[config.mk]
export PLATFORM = sky130hd
export DESIGN_NAME = cfgtun_ctrl
export DESIGN_NICKNAME = d
export VERILOG_FILES = /design/src/rtl/cfgtun_pkg.sv /design/src/rtl/cfgtun_guard.sv /design/src/rtl/cfgtun_regs.sv /design/src/rtl/cfgtun_seq.sv /design/src/rtl/cfgtun_ctrl.sv
export SDC_FILE = /design/constraint.sdc
export NUM_CORES = 1
export LEC_CHECK = 0
export BUFFER_PORTS_ARGS = -buffer_cell sky130_fd_sc_hd__buf_4
export CAP_MARGIN = 20
export CELL_PAD_IN_SITES_DETAIL_PLACEMENT = 2
export CELL_PAD_IN_SITES_GLOBAL_PLACEMENT = 2
export CORE_ASPECT_RATIO = 0.5
export CORE_MARGIN = 3
export CORE_UTILIZATION = 25
export CTS_BUF_LIST = sky130_fd_sc_hd__clkbuf_8
export DETAILED_ROUTE_END_ITERATION = 10
export PLACE_DENSITY_LB_ADDON = 0.1
export SLEW_MARGIN = 0
export SYNTH_ARGS = -nofsm -noshare
export SYNTH_HDL_FRONTEND = slang
export SYNTH_HIERARCHICAL = 1
export SYNTH_SLANG_ARGS = --single-unit
[constraint.sdc]
create_clock -name clk -period 2.5 [get_ports clk]
set_clock_uncertainty 0.1 [all_clocks]
set_input_delay 0.5 -clock clk [delete_from_list [all_inputs] [get_ports clk]]
set_output_delay 0.5 -clock clk [all_outputs]
set_load 0.02 [all_outputs]
[src/rtl/cfgtun_pkg.sv]
package cfgtun_pkg;
   typedef enum logic [1:0] {
      ACC_RD   = 2'b00,
      ACC_WR   = 2'b01,
      ACC_STAT = 2'b10,
      ACC_RSVD = 2'b11
   } acc_t;

   typedef enum logic [1:0] {
      PH_IDLE,
      PH_REQ,
      PH_RSP
   } phase_t;

   typedef enum logic [1:0] {
      V_LAUNCH,
      V_BLOCK,
      V_BADTYPE
   } verdict_t;

   localparam logic [2:0] ST_DONE  = 3'b001;
   localparam logic [2:0] ST_BLOCK = 3'b010;
   localparam logic [2:0] ST_FAIL  = 3'b100;

   localparam int GO_BIT   = 31;
   localparam int STAT_LO  = 28;
   localparam int LOCK_BIT = 27;
   localparam int DEV_LO   = 19;
   localparam int TYPE_LO  = 16;
endpackage

[src/rtl/cfgtun_guard.sv]
module cfgtun_guard
   import cfgtun_pkg::*;
#(
   parameter int              ADDR_W   = 12,
   parameter logic [ADDR_W-1:0] LOCK_TOP = 'h7FF,
   parameter bit              LOCK_EN  = 1'b1
) (
   input  acc_t              typ,
   input  logic [ADDR_W-1:0] addr,
   input  logic              lock,
   output verdict_t          verdict
);
   logic in_window;

   generate
      if (LOCK_EN) begin : g_lock
         assign in_window = lock && (addr <= LOCK_TOP);
      end else begin : g_nolock
         logic unused_lock;
         assign unused_lock = lock ^ (^addr);
         assign in_window   = 1'b0;
      end
   endgenerate

   always_comb begin
      if (typ == ACC_RSVD)
         verdict = V_BADTYPE;
      else if (typ == ACC_WR && in_window)
         verdict = V_BLOCK;
      else
         verdict = V_LAUNCH;
   end
endmodule

[src/rtl/cfgtun_regs.sv]
module cfgtun_regs
   import cfgtun_pkg::*;
#(
   parameter int ADDR_W  = 12,
   parameter int DEV_W   = 2,
   parameter int DATA_W  = 32,
   parameter bit LOCK_EN = 1'b1
) (
   input  logic              clk,
   input  logic              rst_n,
   input  logic              fld_we,
   input  logic              lock_set,
   input  logic              data_we,
   input  logic [31:0]       wdata,
   input  logic              latch_en,
   input  logic [DATA_W-1:0] rsp_data,
   output logic [DEV_W-1:0]  dev_q,
   output acc_t              typ_q,
   output logic [ADDR_W-1:0] addr_q,
   output logic              lock_q,
   output logic [DATA_W-1:0] data_q
);
   always_ff @(posedge clk or negedge rst_n) begin
      if (!rst_n) begin
         dev_q  <= '0;
         typ_q  <= ACC_RD;
         addr_q <= '0;
      end else if (fld_we) begin
         dev_q  <= wdata[DEV_LO +: DEV_W];
         typ_q  <= acc_t'(wdata[TYPE_LO +: 2]);
         addr_q <= wdata[ADDR_W-1:0];
      end
   end

   always_ff @(posedge clk or negedge rst_n) begin
      if (!rst_n)
         data_q <= '0;
      else if (latch_en)
         data_q <= rsp_data;
      else if (data_we)
         data_q <= wdata[DATA_W-1:0];
   end

   generate
      if (LOCK_EN) begin : g_lock
         always_ff @(posedge clk or negedge rst_n) begin
            if (!rst_n)
               lock_q <= 1'b0;
            else if (lock_set)
               lock_q <= 1'b1;
         end
      end else begin : g_nolock
         logic unused_set;
         assign unused_set = lock_set;
         assign lock_q     = 1'b0;
      end
   endgenerate
endmodule

[src/rtl/cfgtun_seq.sv]
module cfgtun_seq
   import cfgtun_pkg::*;
(
   input  logic       clk,
   input  logic       rst_n,
   input  logic       go_fire,
   input  verdict_t   verdict,
   input  logic [2:0] clr_mask,
   input  logic       req_ready,
   input  logic       rsp_valid,
   input  logic       rsp_err,
   output logic       busy,
   output logic       req_valid,
   output logic       done_ok,
   output logic [2:0] status
);
   phase_t phase;
   logic   rsp_take;

   assign busy      = (phase != PH_IDLE);
   assign req_valid = (phase == PH_REQ);
   assign rsp_take  = (phase == PH_RSP) && rsp_valid;
   assign done_ok   = rsp_take && !rsp_err;

   always_ff @(posedge clk or negedge rst_n) begin
      if (!rst_n) begin
         phase  <= PH_IDLE;
         status <= 3'b000;
      end else begin
         unique case (phase)
            PH_IDLE: begin
               if (go_fire) begin
                  unique case (verdict)
                     V_LAUNCH:  phase  <= PH_REQ;
                     V_BLOCK:   status <= ST_BLOCK;
                     default:   status <= ST_FAIL;
                  endcase
               end else begin
                  status <= status & ~clr_mask;
               end
            end
            PH_REQ: begin
               if (req_ready)
                  phase <= PH_RSP;
            end
            default: begin
               if (rsp_take) begin
                  phase  <= PH_IDLE;
                  status <= rsp_err ? ST_FAIL : ST_DONE;
               end
            end
         endcase
      end
   end
endmodule

[src/rtl/cfgtun_ctrl.sv]
module cfgtun_ctrl
   import cfgtun_pkg::*;
#(
   parameter int                ADDR_W   = 12,
   parameter int                DEV_W    = 2,
   parameter int                DATA_W   = 32,
   parameter bit                LOCK_EN  = 1'b1,
   parameter logic [ADDR_W-1:0] LOCK_TOP = 'h7FF
) (
   input  logic              clk,
   input  logic              rst_n,
   input  logic              sw_wr_en,
   input  logic              sw_sel,
   input  logic [31:0]       sw_wdata,
   output logic [31:0]       ctrl_rdata,
   output logic [DATA_W-1:0] data_rdata,
   output logic              lnk_req_valid,
   input  logic              lnk_req_ready,
   output logic [DEV_W-1:0]  lnk_dev,
   output logic [1:0]        lnk_type,
   output logic [ADDR_W-1:0] lnk_addr,
   output logic [DATA_W-1:0] lnk_wdata,
   input  logic              lnk_rsp_valid,
   input  logic              lnk_rsp_err,
   input  logic [DATA_W-1:0] lnk_rsp_data
);
   generate
      if (ADDR_W < 1 || ADDR_W > 12) begin : g_bad_addr
         $error("cfgtun_ctrl: ADDR_W must lie in 1..12");
      end
      if (DEV_W < 1 || DEV_W > 2) begin : g_bad_dev
         $error("cfgtun_ctrl: DEV_W must lie in 1..2");
      end
      if (DATA_W < 1 || DATA_W > 32) begin : g_bad_data
         $error("cfgtun_ctrl: DATA_W must lie in 1..32");
      end
   endgenerate

   logic              busy, done_ok, ctrl_we, go_req, drop, ctrl_ok;
   logic              go_fire, fld_we, lock_set, data_we, latch_en;
   logic [2:0]        status, clr_mask;
   logic [DEV_W-1:0]  dev_q;
   acc_t              typ_q;
   logic [ADDR_W-1:0] addr_q;
   logic              lock_q;
   logic [DATA_W-1:0] data_q;
   verdict_t          verdict;
   logic              unused_wdata;

   assign unused_wdata = ^sw_wdata;

   // Control write decode: a start that cannot be honoured drops the whole write.
   assign ctrl_we  = sw_wr_en && !sw_sel;
   assign go_req   = ctrl_we && sw_wdata[GO_BIT];
   assign drop     = go_req && (busy || (status != 3'b000));
   assign ctrl_ok  = ctrl_we && !drop;
   assign go_fire  = ctrl_ok && sw_wdata[GO_BIT];
   assign fld_we   = ctrl_ok && !busy;
   assign lock_set = ctrl_ok && sw_wdata[LOCK_BIT];
   assign clr_mask = ctrl_ok ? sw_wdata[STAT_LO +: 3] : 3'b000;
   assign data_we  = sw_wr_en && sw_sel && !busy;
   assign latch_en = done_ok && (typ_q != ACC_WR);

   cfgtun_guard #(
      .ADDR_W   (ADDR_W),
      .LOCK_TOP (LOCK_TOP),
      .LOCK_EN  (LOCK_EN)
   ) u_guard (
      .typ     (acc_t'(sw_wdata[TYPE_LO +: 2])),
      .addr    (sw_wdata[ADDR_W-1:0]),
      .lock    (lock_q || sw_wdata[LOCK_BIT]),
      .verdict (verdict)
   );

   cfgtun_regs #(
      .ADDR_W  (ADDR_W),
      .DEV_W   (DEV_W),
      .DATA_W  (DATA_W),
      .LOCK_EN (LOCK_EN)
   ) u_regs (
      .clk      (clk),
      .rst_n    (rst_n),
      .fld_we   (fld_we),
      .lock_set (lock_set),
      .data_we  (data_we),
      .wdata    (sw_wdata),
      .latch_en (latch_en),
      .rsp_data (lnk_rsp_data),
      .dev_q    (dev_q),
      .typ_q    (typ_q),
      .addr_q   (addr_q),
      .lock_q   (lock_q),
      .data_q   (data_q)
   );

   cfgtun_seq u_seq (
      .clk       (clk),
      .rst_n     (rst_n),
      .go_fire   (go_fire),
      .verdict   (verdict),
      .clr_mask  (clr_mask),
      .req_ready (lnk_req_ready),
      .rsp_valid (lnk_rsp_valid),
      .rsp_err   (lnk_rsp_err),
      .busy      (busy),
      .req_valid (lnk_req_valid),
      .done_ok   (done_ok),
      .status    (status)
   );

   always_comb begin
      ctrl_rdata                  = '0;
      ctrl_rdata[GO_BIT]          = busy;
      ctrl_rdata[STAT_LO +: 3]    = status;
      ctrl_rdata[LOCK_BIT]        = lock_q;
      ctrl_rdata[DEV_LO +: DEV_W] = dev_q;
      ctrl_rdata[TYPE_LO +: 2]    = typ_q;
      ctrl_rdata[ADDR_W-1:0]      = addr_q;
   end

   assign data_rdata = data_q;
   assign lnk_dev    = dev_q;
   assign lnk_type   = typ_q;
   assign lnk_addr   = addr_q;
   assign lnk_wdata  = data_q;
endmodule

==> metrics list <==
- The flow ran to the end, and the final reports show no timing, DRC or antenna violations.
- Leak Pwr: roughly 2.0 nW
- Register-to-Register Setup Slack: between 0.2 and 0.25 ns
- Across the VDD grid, the largest voltage drop is 0.378 mV.
- Detail Route Antenna Nets: 0
- Reg2Reg Depth: 6
* Sequential element share of the synthesized area: a little over two fifths
- Setup bufs post-CTS: 0
- Iteration-0 DRC Markers: 40
- Sort of element at the end of the critical path: register
- Largest fanout on the critical path: 16
* Remaining global-route overflow: 0
- Normalized max-slew margin: roughly half
* Wire length of the first global-routing pass: 15400 um
- Proportion of layout cells with a drive suffix above 1: between 50 and 60%
- WP data arrival: 2.40 ns
* Site Rows: 27
- Insertion delay of the later-clocked pin in the worst-skew pair: around 0.31 ns
- The final count of pins violating max slew is 0.
* Overall global routing resource usage: 14.1%
- Area share of the largest cell type after synthesis: a little over two fifths
- Number of diodes: 0
- By count the netlist is led by buf_4, dfrtp_1, nand2_1, mux2i_1, o21ai_1.
- TritonCTS created 5 clock buffers.
* Number of vias in the routed layout: about 2400
* Endpoint of the worst setup timing path: u_regs/typ_q[1]
- Number of buffers inserted by hold repair at cts: 0
- The clock period could shrink to about 2.3 ns.
- Slowest stage delay, CP: approximately 0.55 ns
- Critical path launch point type: register
- Average vias per placed instance: 4.32
- The startpoint identified for the worst register-to-register timing path is u_seq/phase[1].
- Dividing total power by cell area gives a power density of between 1000 and 1500 nW/um^2.
* Post-Route Setup TNS: 0 ns
- Entering global routing, the biggest net connects 55 pins.
- Summing all placed instances gives a cell area of roughly 4100 sq um.
- Post-synthesis sequential element count: 54
- Routed WL per cell: around 17 um
* Mean instance size in the synthesized netlist: 10.9 sq um
- CP Class: register to register
* Synth async-reset ratio: between 90% and 100%
- Post-Syn Area: around 3100 sq um
- Yosys warns: 6
- Netlist cell types: 32
* CORE AREA: roughly 11000 sq um
- The tool flagged a number of max-cap violations equal to 0.
* Number of endpoints failing setup at the final stage: 0
- Floorplan die width: ~160 um
* Number of global-route vias before repair: ~2700
* Worst reg2reg path endpoint: u_regs/typ_q[1]
- The floorplan step set the die height to around 84 um.
- Count of flip-flops with a built-in enable after synthesis: 0
- In this run the clock root is driven by a clkbuf_8.
- Floorplan die area: between 10000 and 15000 sq um
* Syn-to-layout area delta: 37.2%
* Count of endpoints failing hold in the final timing report: 0
- Clock-pin slew was measured on the worst setup and hold paths at about 0.1 ns.
- During I/O placement, the number of pins put on the boundary was 184.
* Required time worst endpoint: 2.60 ns
- DPL Wire Length: 7680 um
- For the pin with the worst max-slew slack, the measured transition is approximately 0.73 ns.
- Effective utilization at floorplan: between 20% and 30%
- The tightest min-delay check is of the primary input to async pin type.
- For this run, the post-layout net count is roughly 470.
* Sum of routed wire length over all layers: 9810 um
- Setup repair after global routing left no endpoint under its margin.
* Sequence of cells on the critical path: nor2_1, inv_1, o41a_1, nor4b_4, buf_12, mux2_2
- In the synthesized netlist the dominant register cell turns out to be dfrtp_1.
- Counting every sink on the clock net gives between 50 and 60.
- Port Buffer Count: 172
- In this run the worst setup path begins at u_seq/phase[1].
- The most common cell in the synthesized netlist is buf_4.
* Count of TritonRoute iterations in the first routing pass: 4
- Synth Instances: between 200 and 300
- At the end of routability-driven placement, the weighted congestion stood at around 0.72.
* Final std cell area, no fill: roughly 4200 sq um
- The initial antenna violation count came to 0.
* Largest buffer count on any clock path: 2
- Max Freq: ~440 MHz
- The final critical path takes up approximately nine tenths of the cycle.
- Dominant cell type by area after synthesis: dfrtp_1
- After detailed routing, the number of remaining DRC violations is 0.
- The slowest stage of the critical path is the o41a_1 cell.
- TritonCTS built the clock tree.
* Leading cell types by total area after synthesis: dfrtp_1, buf_4, mux2i_1, mux2_4, nand2_1
- H-tree level count: 2
-- flip-flops by register name, indices dropped and copies added (netlist names) --
| signal | cells |
|---|---|
| u_regs/addr_q | 12 |
| u_regs/data_q | 32 |
| u_seq/status | 3 |
| u_regs/typ_q | 2 |
| u_regs/dev_q | 2 |
| u_regs/lock_q | 1 |
| u_seq/phase | 2 |
-- through the flow --
| step | instances | util, % | setup WS (ns) | hold slack [ns] | power (mW) |
|---|---|---|---|---|---|
| floorplan | 293 | - | 0.226 | 0.104 | 4.06 |
| global placement | 555 | 35.8 | 0.264 | 0.376 | 5.11 |
| detailed placement | 555 | 35.8 | 0.0923 | 0.393 | 5.22 |
| CTS | 563 | 36.7 | 0.0776 | 0.157 | 5.82 |
| global route | 563 | 36.8 | 0.0215 | 0.177 | 6.08 |
| finish | 563 | 36.8 | 0.205 | 0.130 | 5.72 |
-- cell type report --
cell class                      instances  area (sq um)
Fill cell                            1266          7260
Timing Repair Buffer                  179          1380
Sequential cell                        54          1350
Multi-Input combinational cell        160          1170
Tap cell                              159           199
Clock buffer                            8           110
Inverter                                3          11.3
-- worst max-delay path, delay by kind of cell (launching register included) --
family	cells	cell delay [ns]
compound gates	1	0.55
simple gates	2	0.49
flops	1	0.40
mux	1	0.36
buf+inv	2	0.31
-- worst min-delay path by stage --
stage | start | to | cells after the start | slack, ns
after floorplan | rst_n | u_regs/addr_q[0] | 0 | 0.10
after global placement | u_regs/lock_q | u_regs/lock_q | 1 | 0.38
after detailed placement | u_regs/lock_q | u_regs/lock_q | 1 | 0.39
after CTS | rst_n | u_regs/data_q[9] | 1 | 0.16
after global routing | rst_n | u_regs/data_q[9] | 1 | 0.18
final | rst_n | u_regs/data_q[9] | 1 | 0.13
-- power by group --
part,internal (mW),switching [mW]
sequential,1.30,0.399
clock,0.281,0.304
combinational,1.56,1.88
total,3.14,2.58
-- placed cells by master, fill, tap and decap left out, drive strengths merged --
cell | Yosys | layout
dfrtp | 54 | 54
or2 | 2 | 2
conb | 1 | 11
and4bb | 1 | 1
a211o | 1 | 1
nor2b | 1 | 1
buf | 75 | 179
and2b | 2 | 2
mux2i | 32 | 32
a2111oi | 1 | 1
a21boi | 1 | 1
and3b | 1 | 1
mux2 | 16 | 16
a311oi | 1 | 1
and2 | 1 | 1
nor4b | 3 | 3
clkbuf | 1 | 8
nor3 | 6 | 6
inv | 3 | 3
nor2 | 2 | 2
nand2 | 40 | 40
o41a | 1 | 1
o22a | 1 | 1
and4b | 1 | 1
o21ai | 33 | 33
a221o | 2 | 2
-- metal layers --
metal / global-route usage [%] / vias up / routed length (um)
met5: 0 / - / 0
met4: 2.99 / 0 / 73
met3: 4.34 / 7 / 766
met2: 25.7 / 92 / 5030
met1: 16.3 / 1213 / 3940
li1: - / 1122 / -
-- cell families (layout without fill, tap and decap cells) --
group                  Yosys count  in the layout  share of synthesized area, %
other                            1             11                         0.122
buffers and inverters           79            190                          20.4
muxes                           48             48                          17.5
and+or+nand+nor                 60             60                          10.0
DFF                             54             54                          43.9
AOI/OAI and AO/OA               41             41                          8.13
-- timing repair --
action	in CTS	in global routing
hold endpoints to repair	0	0
endpoints found under the setup margin	0	3
gates resized for setup	0	1
(Power assumes the default switching activity.)
